$ cat src/rtl/mlane_i2s_pkg.sv
package mlane_i2s_pkg;
  localparam int SLOT_W = 8;
  localparam int HALF_NARROW = 64;
  localparam int HALF_WIDE = 128;

  typedef logic [SLOT_W-1:0] slot_t;

  // number of bit slots in one word-select half
  function automatic slot_t half_len(input logic wide);
    return wide ? slot_t'(HALF_WIDE) : slot_t'(HALF_NARROW);
  endfunction

  // index of the final slot in a frame
  function automatic slot_t last_slot(input logic wide);
    return wide ? slot_t'(2*HALF_WIDE-1) : slot_t'(2*HALF_NARROW-1);
  endfunction

  function automatic logic in_right(input slot_t s, input logic wide);
    return s >= half_len(wide);
  endfunction

  // bit position inside the current word (0 = MSB slot)
  function automatic slot_t word_pos(input slot_t s, input logic wide);
    return in_right(s, wide) ? slot_t'(s - half_len(wide)) : s;
  endfunction

  // ws level during slot s: it leads the data by one slot
  function automatic logic ws_level(input slot_t s, input logic wide);
    slot_t n;
    n = (s == last_slot(wide)) ? '0 : slot_t'(s + 1'b1);
    return in_right(n, wide);
  endfunction
endpackage

$ cat src/rtl/mlane_i2s_clkgen.sv
module mlane_i2s_clkgen #(
  parameter int DIV_HALF = 2
) (
  input  logic clk,
  input  logic rst_n,
  output logic sclk,
  output logic rise_evt,
  output logic fall_evt
);
  localparam int CW = (DIV_HALF > 1) ? $clog2(DIV_HALF) : 1;

  logic [CW-1:0] cnt;
  logic          wrap;

  assign wrap     = (cnt == CW'(DIV_HALF-1));
  assign rise_evt = wrap & ~sclk;
  assign fall_evt = wrap & sclk;

  always_ff @(posedge clk) begin
    if (!rst_n) begin
      cnt  <= '0;
      sclk <= 1'b0;
    end else if (wrap) begin
      cnt  <= '0;
      sclk <= ~sclk;
    end else begin
      cnt  <= cnt + 1'b1;
    end
  end

  // bit clock only toggles when the divider wraps
  p_sclk_div_r2: assert property (@(posedge clk) disable iff (!rst_n)
    !$stable(sclk) |-> $past(wrap));
endmodule

$ cat src/rtl/mlane_i2s_framer.sv
module mlane_i2s_framer
  import mlane_i2s_pkg::*;
(
  input  logic  clk,
  input  logic  rst_n,
  input  logic  fall_evt,
  input  logic  mode_256,
  output slot_t slot_q,
  output logic  mode_q,
  output slot_t slot_nxt,
  output logic  mode_nxt,
  output logic  frame_start,
  output logic  ws,
  output logic  started
);
  logic wrap;

  assign wrap        = (slot_q == last_slot(mode_q));
  assign frame_start = fall_evt & wrap;

  always_comb begin
    slot_nxt = slot_q;
    mode_nxt = mode_q;
    if (fall_evt) begin
      slot_nxt = wrap ? '0 : slot_t'(slot_q + 1'b1);
      mode_nxt = wrap ? mode_256 : mode_q;
    end
  end

  always_ff @(posedge clk) begin
    if (!rst_n) begin
      slot_q  <= last_slot(1'b0);
      mode_q  <= 1'b0;
      ws      <= 1'b0;
      started <= 1'b0;
    end else if (fall_evt) begin
      slot_q  <= slot_nxt;
      mode_q  <= mode_nxt;
      ws      <= ws_level(slot_nxt, mode_nxt);
      started <= 1'b1;
    end
  end

  // mode register moves only at a frame start
  p_mode_boundary_r10: assert property (@(posedge clk) disable iff (!rst_n)
    !$stable(mode_q) |-> $past(frame_start));
  // word select moves only with a falling bit clock
  p_ws_on_fall_r12: assert property (@(posedge clk) disable iff (!rst_n)
    !$stable(ws) |-> $past(fall_evt));
endmodule

$ cat src/rtl/mlane_i2s_tx.sv
module mlane_i2s_tx
  import mlane_i2s_pkg::*;
#(
  parameter int LANES = 4,
  parameter int SW    = 24
) (
  input  logic                  clk,
  input  logic                  rst_n,
  input  logic                  fall_evt,
  input  logic                  frame_start,
  input  logic                  started,
  input  slot_t                 slot_q,
  input  logic                  mode_q,
  input  slot_t                 slot_nxt,
  input  logic                  mode_nxt,
  input  logic [LANES*2*SW-1:0] tx_data,
  output logic [LANES-1:0]      sdo,
  output logic                  strobe
);
  slot_t nxt_pos;
  logic  nxt_right;

  assign nxt_pos   = word_pos(slot_nxt, mode_nxt);
  assign nxt_right = in_right(slot_nxt, mode_nxt);

  for (genvar g = 0; g < LANES; g++) begin : g_lane
    logic [SW-1:0] sh_l, sh_r, cur_l, cur_r, smp;
    logic          nbit, bit_q;

    always_comb begin
      cur_l = frame_start ? tx_data[(2*g)*SW +: SW]   : sh_l;
      cur_r = frame_start ? tx_data[(2*g+1)*SW +: SW] : sh_r;
      smp   = nxt_right ? cur_r : cur_l;
      nbit  = 1'b0;
      if (int'(nxt_pos) < SW) nbit = smp[SW-1-int'(nxt_pos)];
    end

    always_ff @(posedge clk) begin
      if (!rst_n) begin
        sh_l  <= '0;
        sh_r  <= '0;
        bit_q <= 1'b0;
      end else if (fall_evt) begin
        sh_l  <= cur_l;
        sh_r  <= cur_r;
        bit_q <= nbit;
      end
    end

    assign sdo[g] = bit_q;
  end

  always_ff @(posedge clk) begin
    if (!rst_n) strobe <= 1'b0;
    else        strobe <= frame_start;
  end

  // padding slots of each half carry zero on every lane
  p_pad_zero_r5: assert property (@(posedge clk) disable iff (!rst_n)
    (started && int'(word_pos(slot_q, mode_q)) >= SW) |-> (sdo == '0));
  // strobe follows a frame start and is one cycle wide
  p_strobe_pulse_r9: assert property (@(posedge clk) disable iff (!rst_n)
    strobe |=> !strobe);
endmodule

$ cat src/rtl/mlane_i2s_rx.sv
module mlane_i2s_rx
  import mlane_i2s_pkg::*;
#(
  parameter int LANES = 4,
  parameter int SW    = 24
) (
  input  logic                  clk,
  input  logic                  rst_n,
  input  logic                  rise_evt,
  input  logic                  started,
  input  slot_t                 slot_q,
  input  logic                  mode_q,
  input  logic [LANES-1:0]      sdi,
  output logic [LANES*2*SW-1:0] rx_data,
  output logic                  rx_valid
);
  slot_t cur_pos;
  logic  cur_right, take, done;

  assign cur_pos   = word_pos(slot_q, mode_q);
  assign cur_right = in_right(slot_q, mode_q);
  assign take      = rise_evt & started & (int'(cur_pos) < SW);
  assign done      = rise_evt & started & (slot_q == last_slot(mode_q));

  for (genvar g = 0; g < LANES; g++) begin : g_lane
    logic [SW-1:0] acc_l, acc_r, out_l, out_r;

    always_ff @(posedge clk) begin
      if (!rst_n) begin
        acc_l <= '0;
        acc_r <= '0;
        out_l <= '0;
        out_r <= '0;
      end else begin
        if (take) begin
          if (cur_right) acc_r[SW-1-int'(cur_pos)] <= sdi[g];
          else           acc_l[SW-1-int'(cur_pos)] <= sdi[g];
        end
        if (done) begin
          out_l <= acc_l;
          out_r <= acc_r;
        end
      end
    end

    assign rx_data[(2*g)*SW +: SW]   = out_l;
    assign rx_data[(2*g+1)*SW +: SW] = out_r;
  end

  always_ff @(posedge clk) begin
    if (!rst_n) rx_valid <= 1'b0;
    else        rx_valid <= done;
  end

  // valid is a single pulse that follows a rising bit clock
  p_valid_after_rise_r11: assert property (@(posedge clk) disable iff (!rst_n)
    rx_valid |-> $past(rise_evt));
  p_valid_single_r11: assert property (@(posedge clk) disable iff (!rst_n)
    rx_valid |=> !rx_valid);
  // received data only moves together with valid
  p_rx_hold_r11: assert property (@(posedge clk) disable iff (!rst_n)
    !$stable(rx_data) |-> rx_valid);
endmodule

$ cat src/rtl/mlane_i2s_port.sv
module mlane_i2s_port
  import mlane_i2s_pkg::*;
#(
  parameter int LANES    = 4,
  parameter int SW       = 24,
  parameter int DIV_HALF = 2
) (
  input  logic                  clk,
  input  logic                  rst_n,
  input  logic                  mode_256,
  input  logic [LANES*2*SW-1:0] tx_data,
  output logic                  frame_strobe,
  output logic [LANES*2*SW-1:0] rx_data,
  output logic                  rx_valid,
  output logic                  sclk,
  output logic                  ws,
  output logic [LANES-1:0]      sdo,
  input  logic [LANES-1:0]      sdi
);
  logic  rise_evt, fall_evt, frame_start, started;
  logic  mode_q, mode_nxt;
  slot_t slot_q, slot_nxt;

  mlane_i2s_clkgen #(.DIV_HALF(DIV_HALF)) u_clk (
    .clk(clk), .rst_n(rst_n), .sclk(sclk),
    .rise_evt(rise_evt), .fall_evt(fall_evt));

  mlane_i2s_framer u_frm (
    .clk(clk), .rst_n(rst_n), .fall_evt(fall_evt), .mode_256(mode_256),
    .slot_q(slot_q), .mode_q(mode_q), .slot_nxt(slot_nxt),
    .mode_nxt(mode_nxt), .frame_start(frame_start), .ws(ws),
    .started(started));

  mlane_i2s_tx #(.LANES(LANES), .SW(SW)) u_tx (
    .clk(clk), .rst_n(rst_n), .fall_evt(fall_evt),
    .frame_start(frame_start), .started(started), .slot_q(slot_q),
    .mode_q(mode_q), .slot_nxt(slot_nxt), .mode_nxt(mode_nxt),
    .tx_data(tx_data), .sdo(sdo), .strobe(frame_strobe));

  mlane_i2s_rx #(.LANES(LANES), .SW(SW)) u_rx (
    .clk(clk), .rst_n(rst_n), .rise_evt(rise_evt), .started(started),
    .slot_q(slot_q), .mode_q(mode_q), .sdi(sdi),
    .rx_data(rx_data), .rx_valid(rx_valid));

  // output lanes move only with a falling bit clock
  p_sdo_on_fall_r12: assert property (@(posedge clk) disable iff (!rst_n)
    !$stable(sdo) |-> $fell(sclk));
  // capture strobe coincides with the cycle after the bit clock fell
  p_strobe_after_fall_r9: assert property (@(posedge clk) disable iff (!rst_n)
    frame_strobe |-> (!sclk && !ws));
endmodule

$ cat config.mk
export PLATFORM = sky130hd
export DESIGN_NAME = mlane_i2s_port
export DESIGN_NICKNAME = d
export VERILOG_FILES = /design/src/rtl/mlane_i2s_pkg.sv /design/src/rtl/mlane_i2s_clkgen.sv /design/src/rtl/mlane_i2s_framer.sv /design/src/rtl/mlane_i2s_tx.sv /design/src/rtl/mlane_i2s_rx.sv /design/src/rtl/mlane_i2s_port.sv
export SDC_FILE = /design/constraint.sdc
export NUM_CORES = 1
export LEC_CHECK = 0
export ABC_CLOCK_PERIOD_IN_PS = 5500
export BUFFER_PORTS_ARGS = -buffer_cell sky130_fd_sc_hd__buf_4
export CAP_MARGIN = 15
export CORE_MARGIN = 4
export CORE_UTILIZATION = 45
export DETAILED_ROUTE_END_ITERATION = 7
export GPL_TIMING_DRIVEN = 0
export PLACE_DENSITY_LB_ADDON = 0.15
export SYNTH_ARGS = -nofsm -noshare
export SYNTH_HDL_FRONTEND = slang
export SYNTH_SLANG_ARGS = --single-unit
export TNS_END_PERCENT = 5
$ cat constraint.sdc
create_clock -name clk -period 5.5 [get_ports clk]
set_input_delay 1.1 -clock clk [delete_from_list [all_inputs] [get_ports clk]]
set_output_delay 1.1 -clock clk [all_outputs]
set_load 0.01 [all_outputs]
==> flow_summary.ini <==
[route]
first_pass_iters = 6
num_vias = 23100
drt_iter0_drc = 1926
drtAntennaViolNets = 0
wire_per_inst_um = 22.6
vias_per_cell = 5.49
drc = 0
wirelength_um = 95000

[critical_path]
startpoint_type = flip-flop
arrival_ns = 5.94
path_class = flip-flop to flip-flop
cp-end-kind = flip-flop
cp_max_fo = 10
required_ns = 6.07

[pwr]
internal-power_w = 0.00697
vdd_ir_drop_max_uv = 260
power_frac_comb_pct = 11.2
switchingPower_w = 0.00246
power.density_nw_per_um2 = 302
seq_power_share_pct = 46.6
clock_power_share_pct = 42.3
leakage_nw = 11.4
total_power_w = 0.00944
swShare_pct = 26.1

[floorplanning]
die_w_um = 244
dieArea_um2 = 59700
start_util_pct = 45.6
rows = 86
core_um2 = 55200
fp.dieH_um = 244
num_io_pins = 399

[grt]
grt_usage_pct = 30.4
grt-ovfl-total = 0
grt_antenna_before_repair = 3
grt_pass1_vias = 22500
grt_max_degree = 17
grt_pass1_wl_um = 139000

[yosys]
yosys_warnings = 0
synth_seq_cells = 595
synth_area_per_cell_um2 = 8.54
syn-num-nets = 3160
yosysTopAreaCell = dfxtp_1
syn-instance-count = 2944
async_flop_share_pct = 0
synth_edf_count = 0
syn_area_um2 = 25200
synth_ff_type = dfxtp_1
synth.distinct_cells = 74
ys_seq_area_share_pct = 47.4
synthDominantCellAreaShare_pct = 47.4
synthTopCellsByArea = dfxtp_1 (47%), nand2_1 (13%), a21boi_0 (13%), mux2i_1 (7.4%), nor2b_1 (4.1%)

[clock_tree]
cts.sinks = 595
cts_tree = built
numCtsBuffers = 60
root_buffer = clkbuf_16
cts_max_level = 2
clock_latency_ns = 0.63
postCtsHoldBufs = 0
clockBufferDepth = 3
cts.reportedPaths.clkPinSlew_ns = 0.07

[finish]
final_cell_mix = nand2_1 (877), dfxtp_1 (594), buf_4 (421), a21boi_0 (419), clkbuf_1 (193)
fin_cells = 4205
drive_gt1_share_pct = 16.9
layout_commonest_cell = nand2_1
nets = 3633
fin_util_pct = 56.6
design_area_um2 = 31200
area_growth_syn_to_layout_pct = 24.2

[place]
port_buffers = 394
dpl_cell_area_um2 = 29100
gp_congestion = 0.959
hpwl_um = 71900
dp.cells = 4088

[timing]
skew_ns = 0.0124
drv_slew = 0
final_hold_viol_count = 0
fmax_mhz = 186
worst_pin_slew_ns = 1.22
max-slew-margin-rel_pct = 18.8
setup_viol_count_final = 0
fin_crit_sh_pct = 97.7
period_needed_ns = 5.37

[hold_path]
hp-class = flip-flop to flip-flop

[flow_run]
cap_viol_max_count = 0

[outcome]
status = completed
==> cell usage after synthesis, drive strengths merged, types with 12 or more instances <==
library cell and number:
o21ai 72, nand3 93, buf 43, nor2b 164, ha 15, inv 12
a221oi 18, a21oi 33, nand2 878, nor2 52, a21boi 421, mux2i 187
dfxtp 595, clkbuf 188, nor3 20
==> timing repair <==
item	CTS	global route
setup buffers	6	8
endpoints found under the setup margin	4	4
pin swaps	7	6
gates resized for setup	36	22
==> stage by stage <==
stage	setup WS (ns)	hold WS, ns	TNS [ns]
after floorplan	0.546	0.437	0
after global placement	-1.75	0.443	-5.37
after detailed placement	-1.74	0.456	-5.54
after CTS	0.00801	0.465	0
after global routing	-0.0545	0.478	-0.169
final	0.128	0.460	0
==> final cells by class <==
cell class,instances,area [µm²]
sequential,595,11900
clock inverter,14,156
buffer,231,1040
antenna,1,2.50
tap,748,936
clock buffer,87,1700
multi-input combinational,2105,12400
inverter,13,48.8
fill,5078,24000
timing repair buffer,411,3080
==> cell families after synthesis <==
logic type,share of synthesized area (%)
xor gates and xnor gates,0.244
buffers and inverters,4.05
and+or+nand+nor,21.9
DFF,47.4
muxes,7.44
adders and majority gates,0.905
AOI/OAI and AO/OA,18.1
==> worst max-delay path: stages (launching register included) <==
cell and delay (ns):
dfxtp_2 0.39, inv_1 0.09, ha_1 0.36, nand4_1 0.23, nor3_4 0.33, buf_6 0.17
buf_6 0.18, buf_6 0.21, buf_6 0.20, buf_6 0.22, nor2_1 0.09, a21oi_4 0.21
nand2_1 0.11, fa_2 0.42, clkbuf_4 0.24, buf_2 0.22, clkbuf_4 0.24, o211ai_1 0.61
o21ai_0 0.20, nor4_1 0.35, o311a_1 0.21
==> power by group through the flow <==
stage          Clock [W]  Sequential, W  Combinational [W]
2_1_floorplan          0        0.00448           0.000533
3_3_place_gp           0        0.00449           0.000965
3_5_place_dp           0        0.00449           0.000973
4_1_cts          0.00403        0.00439            0.00100
5_1_grt          0.00419        0.00440            0.00110
6_report         0.00399        0.00439            0.00105
==> worst paths after layout <==
check	start	endpoint	slack [ns]	depth (start not counted)
setup / recovery	u_frm.mode_q	u_tx.g_lane[0].bit_q	0.13	20
hold / removal	u_rx.g_lane[2].acc_l[0]	u_rx.g_lane[2].out_l[0]	0.46	2
setup reg to reg	u_frm.mode_q	u_tx.g_lane[0].bit_q	0.13	20
hold reg to reg	u_rx.g_lane[2].acc_l[0]	u_rx.g_lane[2].out_l[0]	0.46	2
==> routing by layer <==
layer,global-route usage (%),up-vias,wire length (µm)
met5,0,-,13
met2,47.3,926,41600
met4,10.6,2,3510
met3,5.54,165,7770
li1,-,10800,-
met1,42.7,11200,42200
==> flip-flops by register name, indices dropped and copies added, names as in the netlist, 4 cells and up <==
name / flops
u_rx.g_lane.out_l: 96
u_rx.g_lane.acc_l: 96
u_rx.g_lane.acc_r: 96
u_tx.g_lane.bit_q: 4
u_frm.slot_q: 8
u_tx.g_lane.sh_r: 96
u_tx.g_lane.sh_l: 96
u_rx.g_lane.out_r: 96
(Power assumes the default switching activity.)
